File: src/rtl/sp_guard_pkg.sv
package sp_guard_pkg;
  localparam int NUM_CHK   = 2;
  localparam int CHK_UNDER = 0;
  localparam int CHK_OVER  = 1;

  localparam int OFS_DET  = 'h000;
  localparam int OFS_RAW  = 'h004;
  localparam int OFS_IEN  = 'h008;
  localparam int OFS_CLR  = 'h00C;
  localparam int OFS_LOW  = 'h010;
  localparam int OFS_HIGH = 'h014;
  localparam int OFS_PC   = 'h018;
  localparam int OFS_GATE = 'h030;
  localparam int OFS_VER  = 'h1FC;

  typedef struct packed {
    logic [NUM_CHK-1:0] detEn;
    logic [NUM_CHK-1:0] irqEn;
    logic [NUM_CHK-1:0] clrMask;
    logic               gateOn;
  } guardCtl_t;
endpackage

File: src/rtl/sp_guard_regs.sv
module sp_guard_regs
  import sp_guard_pkg::*;
#(
  parameter int ADDR_W    = 12,
  parameter int XLEN      = 32,
  parameter int VERSION_W = 28,
  parameter int VERSION   = 34627616
) (
  input  logic                clk,
  input  logic                rst_n,
  input  logic                regWrEn,
  input  logic [ADDR_W-1:0]   regAddr,
  input  logic [XLEN-1:0]     regWdata,
  output logic [XLEN-1:0]     regRdata,
  input  logic [NUM_CHK-1:0]  rawStat,
  input  logic [XLEN-1:0]     capPc,
  output guardCtl_t           ctl,
  output logic [XLEN-1:0]     lowBound,
  output logic [XLEN-1:0]     highBound
);
  localparam logic [ADDR_W-1:0] A_DET  = ADDR_W'(OFS_DET);
  localparam logic [ADDR_W-1:0] A_RAW  = ADDR_W'(OFS_RAW);
  localparam logic [ADDR_W-1:0] A_IEN  = ADDR_W'(OFS_IEN);
  localparam logic [ADDR_W-1:0] A_CLR  = ADDR_W'(OFS_CLR);
  localparam logic [ADDR_W-1:0] A_LOW  = ADDR_W'(OFS_LOW);
  localparam logic [ADDR_W-1:0] A_HIGH = ADDR_W'(OFS_HIGH);
  localparam logic [ADDR_W-1:0] A_PC   = ADDR_W'(OFS_PC);
  localparam logic [ADDR_W-1:0] A_GATE = ADDR_W'(OFS_GATE);
  localparam logic [ADDR_W-1:0] A_VER  = ADDR_W'(OFS_VER);
  localparam logic [XLEN-1:0]   VER_WORD =
    XLEN'(VERSION) & ((XLEN'(1) << VERSION_W) - XLEN'(1));

  logic [NUM_CHK-1:0] detReg;
  logic [NUM_CHK-1:0] ienReg;
  logic               gateReg;

  always_ff @(posedge clk or negedge rst_n) begin
    if (!rst_n) begin
      detReg    <= '0;
      ienReg    <= '0;
      gateReg   <= 1'b1;
      lowBound  <= '0;
      highBound <= '1;
    end else if (regWrEn) begin
      case (regAddr)
        A_DET:   detReg    <= regWdata[NUM_CHK-1:0];
        A_IEN:   ienReg    <= regWdata[NUM_CHK-1:0];
        A_GATE:  gateReg   <= regWdata[0];
        A_LOW:   lowBound  <= regWdata;
        A_HIGH:  highBound <= regWdata;
        default: ;
      endcase
    end
  end

  always_comb begin
    ctl.detEn   = detReg;
    ctl.irqEn   = ienReg;
    ctl.gateOn  = gateReg;
    ctl.clrMask = (regWrEn && regAddr == A_CLR) ? regWdata[NUM_CHK-1:0] : '0;
  end

  always_comb begin
    regRdata = '0;
    case (regAddr)
      A_DET:   regRdata = XLEN'(detReg);
      A_RAW:   regRdata = XLEN'(rawStat);
      A_IEN:   regRdata = XLEN'(ienReg);
      A_LOW:   regRdata = lowBound;
      A_HIGH:  regRdata = highBound;
      A_PC:    regRdata = capPc;
      A_GATE:  regRdata = XLEN'(gateReg);
      A_VER:   regRdata = VER_WORD;
      default: regRdata = '0;
    endcase
  end

  // a_r5_clear_strobe_pulse: the clear strobe never outlives the write strobe
  a_r5_clear_strobe_pulse: assert property (@(posedge clk) disable iff (!rst_n)
    !regWrEn |-> (ctl.clrMask == '0));
endmodule

File: src/rtl/sp_guard_core.sv
module sp_guard_core
  import sp_guard_pkg::*;
#(
  parameter int XLEN = 32
) (
  input  logic               clk,
  input  logic               rst_n,
  input  guardCtl_t          ctl,
  input  logic [XLEN-1:0]    lowBound,
  input  logic [XLEN-1:0]    highBound,
  input  logic [XLEN-1:0]    spValue,
  input  logic               spValid,
  input  logic [XLEN-1:0]    pcValue,
  output logic [NUM_CHK-1:0] rawStat,
  output logic [XLEN-1:0]    capPc,
  output logic               irqOut
);
  logic [NUM_CHK-1:0] hit;
  logic [NUM_CHK-1:0] setMask;

  for (genvar i = 0; i < NUM_CHK; i++) begin : g_chk
    if (i == CHK_UNDER) begin : g_under
      assign hit[i] = spValue < lowBound;
    end else begin : g_over
      assign hit[i] = spValue > highBound;
    end
  end

  assign setMask = (ctl.gateOn && spValid) ? (hit & ctl.detEn) : '0;

  always_ff @(posedge clk or negedge rst_n) begin
    if (!rst_n) begin
      rawStat <= '0;
      capPc   <= '0;
      irqOut  <= 1'b0;
    end else begin
      rawStat <= (rawStat & ~ctl.clrMask) | setMask;
      if (rawStat == '0 && setMask != '0) capPc <= pcValue;
      irqOut  <= |(rawStat & ctl.irqEn);
    end
  end

  a_r2_under_sets: assert property (@(posedge clk) disable iff (!rst_n)
    (ctl.gateOn && spValid && ctl.detEn[CHK_UNDER] && spValue < lowBound)
      |=> rawStat[CHK_UNDER]);
  a_r4_invalid_no_set: assert property (@(posedge clk) disable iff (!rst_n)
    !spValid |=> ((rawStat & ~$past(rawStat)) == '0));
  a_r5_sticky_over: assert property (@(posedge clk) disable iff (!rst_n)
    (rawStat[CHK_OVER] && !ctl.clrMask[CHK_OVER]) |=> rawStat[CHK_OVER]);
  a_r6_pc_hold: assert property (@(posedge clk) disable iff (!rst_n)
    (rawStat != '0) |=> $stable(capPc));
  a_r7_irq_follows: assert property (@(posedge clk) disable iff (!rst_n)
    (|(rawStat & ctl.irqEn)) |=> irqOut);
  a_r8_gate_freeze: assert property (@(posedge clk) disable iff (!rst_n)
    !ctl.gateOn |=> ((rawStat & ~$past(rawStat)) == '0));
endmodule

File: src/rtl/sp_guard_top.sv
module sp_guard_top
  import sp_guard_pkg::*;
#(
  parameter int ADDR_W    = 12,
  parameter int XLEN      = 32,
  parameter int VERSION_W = 28,
  parameter int VERSION   = 34627616
) (
  input  logic              clk,
  input  logic              rst_n,
  input  logic              regWrEn,
  input  logic [ADDR_W-1:0] regAddr,
  input  logic [XLEN-1:0]   regWdata,
  output logic [XLEN-1:0]   regRdata,
  input  logic [XLEN-1:0]   spValue,
  input  logic              spValid,
  input  logic [XLEN-1:0]   pcValue,
  output logic              irqOut
);
  guardCtl_t          ctl;
  logic [XLEN-1:0]    lowBound;
  logic [XLEN-1:0]    highBound;
  logic [NUM_CHK-1:0] rawStat;
  logic [XLEN-1:0]    capPc;

  sp_guard_regs #(
    .ADDR_W(ADDR_W), .XLEN(XLEN), .VERSION_W(VERSION_W), .VERSION(VERSION)
  ) u_regs (
    .clk(clk), .rst_n(rst_n), .regWrEn(regWrEn), .regAddr(regAddr),
    .regWdata(regWdata), .regRdata(regRdata), .rawStat(rawStat),
    .capPc(capPc), .ctl(ctl), .lowBound(lowBound), .highBound(highBound)
  );

  sp_guard_core #(.XLEN(XLEN)) u_core (
    .clk(clk), .rst_n(rst_n), .ctl(ctl), .lowBound(lowBound),
    .highBound(highBound), .spValue(spValue), .spValid(spValid),
    .pcValue(pcValue), .rawStat(rawStat), .capPc(capPc), .irqOut(irqOut)
  );
endmodule

File: config.mk
export PLATFORM = sky130hd
export DESIGN_NAME = sp_guard_top
export DESIGN_NICKNAME = d
export VERILOG_FILES = /design/src/rtl/sp_guard_pkg.sv /design/src/rtl/sp_guard_regs.sv /design/src/rtl/sp_guard_core.sv /design/src/rtl/sp_guard_top.sv
export SDC_FILE = /design/constraint.sdc
export NUM_CORES = 1
export LEC_CHECK = 0
export BUFFER_PORTS_ARGS = -buffer_cell sky130_fd_sc_hd__buf_2
export CORE_AREA = 2 2 117 119
export CTS_CLUSTER_DIAMETER = 80
export DETAILED_ROUTE_END_ITERATION = 10
export DIE_AREA = 0 0 119 121
export PLACE_DENSITY_LB_ADDON = 0.08
export SLEW_MARGIN = 10
export SYNTH_ARGS = -nofsm -noshare
export SYNTH_HDL_FRONTEND = slang
export SYNTH_SLANG_ARGS = --single-unit
File: constraint.sdc
create_clock -name clk -period 3.6 [get_ports clk]
set_clock_uncertainty 0.2 [all_clocks]
set_input_delay 0.36 -clock clk [delete_from_list [all_inputs] [get_ports clk]]
set_output_delay 0.36 -clock clk [all_outputs]
set_load 0.1 [all_outputs]
# == Yosys cells after proc, flatten, opt, wreduce, memory -nomap -nowiden ==
# Cells that the tools add are included.
# totals
ff_bits,104
latchBits,0
ram_bits,0
rom_bits,0
in_bits,112
out_inout_bits,33
elab_cells,38
memories,0
# op_classes
n_addsub,0
multipliers,0
n_div,0
order_cmp,2
eq_ne,8
shift,0
muxes,3
bitwise_logic,5
n_reduce_logical,12
# op_table
cell,count
$pmux 32 s8,1
$eq 12x5->1 const B,3
$gt 32x32->1,1
$lt 32x32->1,1
$eq 12x4->1 const B,2
$eq 12x3->1 const B,1
$eq 12x6->1 const B,1
$eq 12x9->1 const B,1
$logic_not 12->1,1
$reduce_and 2->1,5
$and 2x2->2,3
$mux 2,2
$logic_and 1x1->1,3
$logic_not 2->1,1
$not 2->2,1
$or 2x2->2,1
$reduce_bool 2->1,1
$reduce_or 2->1,1

# == Logic depth before layout (Yosys ltp) ==
# Gate-level depths: netlist of the first run.
# depth
ltp_word,6
depth_mapped,10
ltp_nobuf,9

# == Hierarchy ==
# A second synthesis of the first run with hierarchy kept.
# unflattened
cells_unflattened,590
hier_area_um2,6602.6
# by_module_without_submodules
module,instances,cells_per_inst,area_per_inst_um2,seq_area_each_um2
sp_guard_regs,1,292,3702.3,1767.9
sp_guard_core,1,298,2900.3,875.8

# == Least setup slack after synthesis of the first run ==
# No wires, ideal clock.
# synth_timing
path_kind,input port to output port
startpoint,input port regAddr[9]
endpoint,output port regRdata[13]
arrival_ps,2645
required_time_ps,3040
slack_ps,395
stages,8
n_path_buf,1
path_cell_list,or3_1 > or4_4 > nor2_2 > nand2_2 > nor2_1 > buf_2 > a22oi_1 > nand3_1
# synth_between
elab_chain_len,2
elab_cells_between_ends,9
cone_classes,eq/ne: 7; mux: 1; reduce/logical: 1
# synth_lines
element,line_no,text
"start, declared",sp_guard_top.sv:12,"input logic [ADDR_W-1:0] regAddr,"
$eq 12x9->1 (tied with other cells),sp_guard_regs.sv:65,case (regAddr)
$pmux 32 s8 (*),sp_guard_regs.sv:65,
"end, declared",sp_guard_top.sv:14,"output logic [XLEN-1:0] regRdata,"
# Mark *: on every way between the ends. The rest lies on a longest branch, timed or not.

# == Worst setup path after layout of the first run ==
# layout_timing
startpoint,register u_regs.highBound[14]
endpoint,register u_core.capPc[23]
# layout_between
elab_chain_len,5
# layout_lines
element,line_no,text
"start, declared",sp_guard_regs.sv:19,output logic [XLEN-1:0] highBound
"start signal, assigned",sp_guard_regs.sv:50,A_HIGH: highBound <= regWdata;
$gt 32x32->1,sp_guard_core.sv:25,assign hit[i] = spValue > highBound;
$and 2x2->2,sp_guard_core.sv:29,assign setMask = (ctl.gateOn && spValid) ? (hit & ctl.detEn) : '0;
$mux 2,sp_guard_core.sv:29,
$reduce_bool 2->1,sp_guard_core.sv:38,if (rawStat == '0 && setMask != '0) capPc <= pcValue;
$logic_and 1x1->1,sp_guard_core.sv:38,
"end signal, assigned",sp_guard_core.sv:38,
"end, declared",sp_guard_core.sv:15,"output logic [XLEN-1:0] capPc,"
# Every way passes these cells.
# A chain may end at the register's enable or synchronous reset.

==> results of run 1 <==
==> worst max-delay path: cells and delay by family, from the launching register on <==
kind | cells | cell delay, ns
AOI/OAI and AO/OA | 4 | 0.82
muxes | 1 | 0.37
DFF | 1 | 0.55
buffers and inverters | 2 | 0.29
and+or+nand+nor | 2 | 0.62
adders and majority gates | 1 | 0.31
==> layout make-up <==
class | instances | share of cell area
multi-input cells | 344 | 0.4067
flip-flops and latches | 104 | 0.3240
repair buffers | 157 | 0.1644
inverters | 88 | 0.04048
clock buffers | 12 | 0.02898
well taps | 176 | 0.02699
clock inverters | 3 | 0.008434
==> through the flow <==
stage / setup slack (ns) / hold WS, ns / total power (W) / instance area [um2]
after detailed placement: 0.3128 / 0.2171 / 0.001412 / 7844
after CTS: 0.2999 / 0.009119 / 0.002460 / 8159
after floorplan: 0.3953 / -0.1356 / 0.001276 / 6410
after global routing: 0.08269 / 0.008537 / 0.002532 / 8159
after global placement: 0.4833 / 0.2107 / 0.001403 / 7844
final: 0.3246 / 0.01635 / 0.002441 / 8159
==> layer usage <==
| metal | vias to the layer above | part of all wire | GRT usage |
|---|---|---|---|
| met3 | 14 | 0.055 | 0.06297 |
| li1 | 2304 | - | - |
| met1 | 2444 | 0.43 | 0.2927 |
| met2 | 143 | 0.51 | 0.4163 |
| met4 | 0 | 0.0098 | 0.06101 |
| met5 | - | 0 | 0 |
==> registers in the layout, summed over array words and instances (netlist names) <==
name,cells
u_regs.highBound,32
u_core.rawStat,2
u_regs.gateReg,1
u_regs.lowBound,32
u_core.capPc,32
u_regs.detReg,2
u_core.irqOut,1
u_regs.ienReg,2
==> synthesized netlist by cell type, types with 2 or more instances <==
master     number  area share
nand2b_1        3      0.0029
o2111ai_1       2      0.0027
a32oi_1         2      0.0027
nor3_1          4      0.0031
nand2_2         3      0.0029
nor2b_1         2      0.0020
buf_2           7      0.0055
a22oi_1         6      0.0070
clkbuf_1        3      0.0018
a21oi_1        21       0.016
buf_6           6       0.011
nor4_1          3      0.0029
mux2_2         35       0.061
nand2_1        30       0.018
a21o_1          5      0.0059
ha_1           63        0.12
a222oi_1       26       0.041
mux2_1          7       0.012
o21a_1          4      0.0047
o21ai_0         7      0.0055
nand4_1         7      0.0068
nor2_1         10      0.0059
and4_1          3      0.0041
nor2_4          2      0.0035
dfrtp_1        71        0.28
inv_1          88       0.052
o211ai_1        5      0.0059
nand3b_1        2      0.0023
nand3_1        14       0.011
a221oi_1        3      0.0041
buf_1           2      0.0012
mux2_4         60        0.14
dfstp_2        33        0.14
==> cells in the final DEF (no fill, tap or decap), types with 10 or more instances in the layout <==
cell | Yosys | routed
buf_2 | 7 | 111
inv_1 | 88 | 88
dfrtp_1 | 71 | 71
ha_1 | 63 | 63
mux2_4 | 60 | 60
mux2_2 | 35 | 35
buf_12 | 0 | 35
dfstp_2 | 33 | 33
nand2_1 | 30 | 30
a222oi_1 | 26 | 26
a21oi_1 | 21 | 21
nand3_1 | 14 | 14
buf_4 | 0 | 10
==> where the power goes <==
part	switching (W)	total, W	internal, W
Clock	0.000441	0.00105	0.000608
Sequential	0.00000295	0.00118	0.00117
Combinational	0.000116	0.000214	0.0000976
==> final timing paths <==
path | startpoint | endpoint | slack, ns | cells past startpoint
setup reg to reg | u_regs.highBound[14] | u_core.capPc[23] | 0.32 | 10
min in group asynchronous | rst_n | u_regs.lowBound[8] | 0.36 | 2
setup / recovery | u_regs.highBound[14] | u_core.capPc[23] | 0.32 | 10
hold / removal | pcValue[27] | u_core.capPc[27] | 0.02 | 2
max in group asynchronous | rst_n | u_regs.highBound[21] | 2.07 | 3
hold reg to reg | u_core.capPc[29] | u_core.capPc[29] | 0.29 | 1
==> cell families (layout without fill, tap and decap cells) <==
kind of cell	count (synthesis)	count (layout)	synth area share
adders and majority gates	63	63	0.1230
buffers and inverters	106	260	0.07047
AOI/OAI and AO/OA	89	89	0.1058
muxes	103	103	0.2159
DFF	104	104	0.4125
and+or+nand+nor	89	89	0.07242
==> timing repair <==
action                                 4_1_cts  5_1_grt
resized for setup                            0        0
endpoints found under the hold margin       33        0
setup endpoints to repair                    0        0
hold buffers                                 1        0
==> flow_metrics.py, run 1 <==
metrics = {
    "status": {
        "outcome": "finished, final reports clean",
    },
    "sta": {
        "hold_viol": 0,
        "slew_viol_final": 0,
        "fmax_mhz": 305.3,
        "tns_ns": 0,
        "finalCritPeriodShare": 0.9098,
        "setup_viol_count_final": 0,
        "rsz0062_at_grt": "false",
        "period_needed_ns": 3.275,
        "worst_pin_slew_ns": 0.6609,
        "slew_headroom": 0.5553,
    },
    "floorplanning": {
        "fp.dieW_um": 119,
        "core_area_um2": 13090,
        "die_area_um2": 14400,
        "rows": 42,
        "die_y_um": 121,
        "io_pins": 145,
        "initial_core_util": 0.4899,
    },
    "detailed_routing": {
        "drtIter0Drc": 327,
        "wirelength_um": 16520,
        "drtPass1Iterations": 6,
        "vias": 4905,
        "drc": 0,
        "avgViaCountPerCell": 5.549,
        "ant_nets": 0,
        "wl_per_cell_um": 18.69,
    },
    "global_route": {
        "antenna_found_initial": 0,
        "grt_overflow": 0,
        "grt_use_total": 0.2383,
        "grt_max_degree": 58,
        "grt_pass1_wl_um": 26520,
        "grt_pass1_vias": 5128,
    },
    "setup_path": {
        "cpPeakStageDelay_ns": 0.55,
        "slowest_stage": "dfstp_2",
        "worstPathCellList": "inv_1 -> ha_1 -> nand4_1 -> nor4_1 -> a21boi_0 -> o31ai_1 -> a31oi_1 -> o21a_2 -> buf_4 -> mux2_2",
        "crit_type": "reg -> reg",
        "worstPathRequired_ns": 3.64,
        "crit_fanout": 14,
        "worst_ep_arrival_time_ns": 3.32,
        "endpoint_kind": "flop",
        "cp-start-kind": "flop",
    },
    "clock_network": {
        "cts_setup_buffers": 0,
        "cts.path.max_buffers": 2,
        "clock-root-buffer": "clkbuf_16",
        "path_clk_slew_ns": 0.07,
        "clock_sinks": 104,
        "cts_buffers": 9,
        "cts_tree": "yes",
        "htreeDepth": 3,
        "clk_latency_ns": 0.36,
    },
    "finish": {
        "regArea_um2": 2644,
        "area_growth_pct": 27.29,
        "fillers": 1086,
        "multi_input_area_um2": 3318,
        "fin_cells": 884,
        "fin_util": 0.6235,
        "antenna_cells": 0,
        "nNetsFinal": 879,
        "drive_gt1_frac": 0.4336,
    },
    "logic_synthesis": {
        "syn_nets": 729,
        "synth.distinct_cells": 48,
        "synth_ff_type": "dfrtp_1",
        "postSynthAreaPerCell_um2": 11.57,
        "synth_cells": 554,
        "netlist_area_um2": 6410,
        "synth-async-reset-ratio": 1.000,
        "synth_edf_count": 0,
        "synth-seq-cells": 104,
        "synth_seq_area_share": 0.4125,
        "yosysWarnings": 0,
    },
    "place": {
        "hpwl_um": 12230,
        "globalplace.congestion": 0.8642,
        "portBuffers": 144,
        "dpl.cell_count": 868,
    },
    "pwr": {
        "p_leak_nw": 4.053,
        "vdd_ir_drop_max_uv": 280.6,
        "power_density_nw_per_um2": 299.2,
    },
    "job": {
        "drv_cap": 0,
    },
    "hold_path": {
        "hp-class": "in -> reg",
    },
}
Power figures use the tool's default switching activity.
==> run 2, diff against run 1 <==
--- a/config.mk
+++ b/config.mk
@@ -11,6 +11,7 @@
 export DETAILED_ROUTE_END_ITERATION = 10
 export DIE_AREA = 0 0 119 121
 export PLACE_DENSITY_LB_ADDON = 0.08
+export SETUP_SLACK_MARGIN = 0.5
 export SLEW_MARGIN = 10
 export SYNTH_ARGS = -nofsm -noshare
 export SYNTH_HDL_FRONTEND = slang
==> flow_metrics.py, run 2 (synthesis gave the netlist of run 1 again) <==
metrics = {
    "status": {
        "outcome": "finished, final reports clean",
    },
    "finish": {
        "final_common_cell": "buf_2",
        "biggestRegsByFlops": "u_core.capPc x32, u_regs.highBound x32, u_regs.lowBound x32",
        "drive_gt1_frac": 0.5069,
        "fillers": 1024,
        "fin_area_um2": 8529,
        "area_growth_pct": 33.07,
        "nNetsFinal": 890,
        "final_cell_mix": "buf_2 (111), mux2_4 (86), dfrtp_1 (71), inv_1 (64), ha_1 (61)",
        "antenna_cells": 0,
        "fin_cells": 896,
        "fin_util": 0.6518,
    },
    "hold_path": {
        "hp-class": "in -> reg",
        "min-delay-start": "pcValue[29]",
        "holdPathStages": 2,
    },
    "detailed_routing": {
        "avgViaCountPerCell": 5.565,
        "wl_per_cell_um": 18.84,
        "drtIter0Drc": 368,
        "dr_wl_met2_um": 8098,
        "top_layer_used": "met4",
        "drtPass1Iterations": 8,
        "vias": 4986,
        "wirelength_um": 16880,
        "drt-met1-wl_um": 7337,
        "ant_nets": 0,
        "wl_met3_um": 1090,
        "drc": 0,
    },
    "pwr": {
        "p_clk_frac": 0.454,
        "power.share.sequential": 0.461,
        "p_sw_frac": 0.2206,
        "intPower_w": 0.001990,
        "switchingPower_w": 0.0005632,
        "vdd_ir_drop_max_uv": 288.0,
        "power_density_nw_per_um2": 299.3,
        "p_leak_nw": 4.161,
        "pwr-share-comb": 0.085,
    },
    "setup_path": {
        "reg2regPathDepth": 10,
        "setup.worst_path.end": "u_core.capPc[28]",
        "rr_endpoint": "u_core.capPc[28]",
        "rrSetupSlack_ns": 0.50,
        "startpoint": "u_regs.highBound[14]",
        "endpoint_kind": "flop",
        "worstPathRequired_ns": 3.64,
        "crit_type": "reg -> reg",
        "r2r_start": "u_regs.highBound[14]",
        "crit_fanout": 6,
        "cp-start-kind": "flop",
        "worst_ep_arrival_time_ns": 3.15,
    },
    "sta": {
        "slew_viol_final": 0,
        "tns_ns": 0,
        "rsz0062_at_grt": "true",
        "finalCritPeriodShare": 0.8621,
        "fmax_mhz": 322.2,
        "period_needed_ns": 3.104,
        "worst_pin_slew_ns": 0.9817,
        "hold_viol": 0,
        "layout_setup_ws_ns": 0.4963,
        "setup_viol_count_final": 0,
        "slew_headroom": 0.3455,
    },
    "global_route": {
        "grt_overflow": 0,
        "grt_pass1_vias": 5127,
        "grt_max_degree": 78,
        "grt_pass1_wl_um": 26330,
        "antenna_found_initial": 0,
        "grt_use_total": 0.2345,
    },
    "place": {
        "dpl.cell_count": 869,
        "globalplace.congestion": 0.8343,
        "place_area_um2": 7870,
        "hpwl_um": 12140,
        "dp_slack_ns": 0.4074,
        "portBuffers": 144,
    },
    "job": {
        "drv_cap": 0,
    },
    "clock_network": {
        "htreeDepth": 3,
        "clk_latency_ns": 0.35,
        "path_clk_slew_ns": 0.07,
        "cts_buffers": 9,
        "clock_sinks": 104,
        "clock-root-buffer": "clkbuf_16",
        "cts_tree": "yes",
        "cts.path.max_buffers": 2,
    },
    "floorplanning": {
        "io_pins": 145,
        "rows": 42,
        "fp.dieW_um": 119,
        "initial_core_util": 0.4899,
        "core_area_um2": 13090,
        "die_y_um": 121,
        "die_area_um2": 14400,
    },
}
-- run 2: worst max-delay path, stage by stage, from the launching register on --
cell and delay (ns):
dfstp_2 0.56, inv_2 0.05, ha_4 0.27, nand4_1 0.16
nor4_2 0.35, a21boi_2 0.21, o31ai_2 0.07, a31oi_1 0.30
o21a_4 0.30, buf_6 0.19, mux2_2 0.34
-- run 2: how the worst min path moves through the flow --
| stage | endpoint | slack [ns] |
|---|---|---|
| global placement | u_core.capPc[31] | 0.27 |
| global route | u_core.capPc[29] | 0.01 |
| detailed placement | u_core.capPc[16] | 0.28 |
| finish | u_core.capPc[29] | 0.02 |
| CTS | u_core.capPc[29] | 0.007 |
| floorplan | u_core.capPc[0] | -0.14 |
-- run 2: cell type report --
class                           count  area [um2]  share of cell area
Sequential cell                   104        2644              0.3100
Multi-Input combinational cell    344        3501              0.4104
Clock inverter                      5       102.6             0.01203
Clock buffer                       11       252.7             0.02963
Inverter                           88       330.3             0.03873
Timing Repair Buffer              168        1479              0.1734
Tap cell                          176       220.2             0.02582
-- run 2: what timing repair did --
item,CTS,global route
pin swaps,3,4
hold buffers,1,0
cloned,0,4
buffers inserted,2,4
gates resized for setup,1,39
endpoints found under the setup margin,45,44
hold endpoints to repair,1,0
-- run 2: power groups by stage --
stage	registers, W	logic [W]	clock network (W)
after floorplan	0.00120	0.0000789	0
after global placement	0.00120	0.000205	0
after detailed placement	0.00120	0.000212	0
after CTS	0.00118	0.000216	0.00118
after global routing	0.00118	0.000248	0.00124
final	0.00118	0.000218	0.00116
-- run 2: per-stage QoR --
| stage | hold slack (ns) | total power (W) |
|---|---|---|
| 3_5_place_dp | 0.2826 | 0.001410 |
| 6_report | 0.01677 | 0.002553 |
| 3_3_place_gp | 0.2727 | 0.001403 |
| 4_1_cts | 0.007420 | 0.002569 |
| 5_1_grt | 0.01006 | 0.002661 |
| 2_1_floorplan | -0.1356 | 0.001276 |
-- run 2: layer usage --
metal / GRT usage / vias up
li1: - / 2328
met1: 0.3104 / 2456
met5: 0 / -
met4: 0.05878 / 0
met2: 0.3886 / 182
met3: 0.05592 / 20
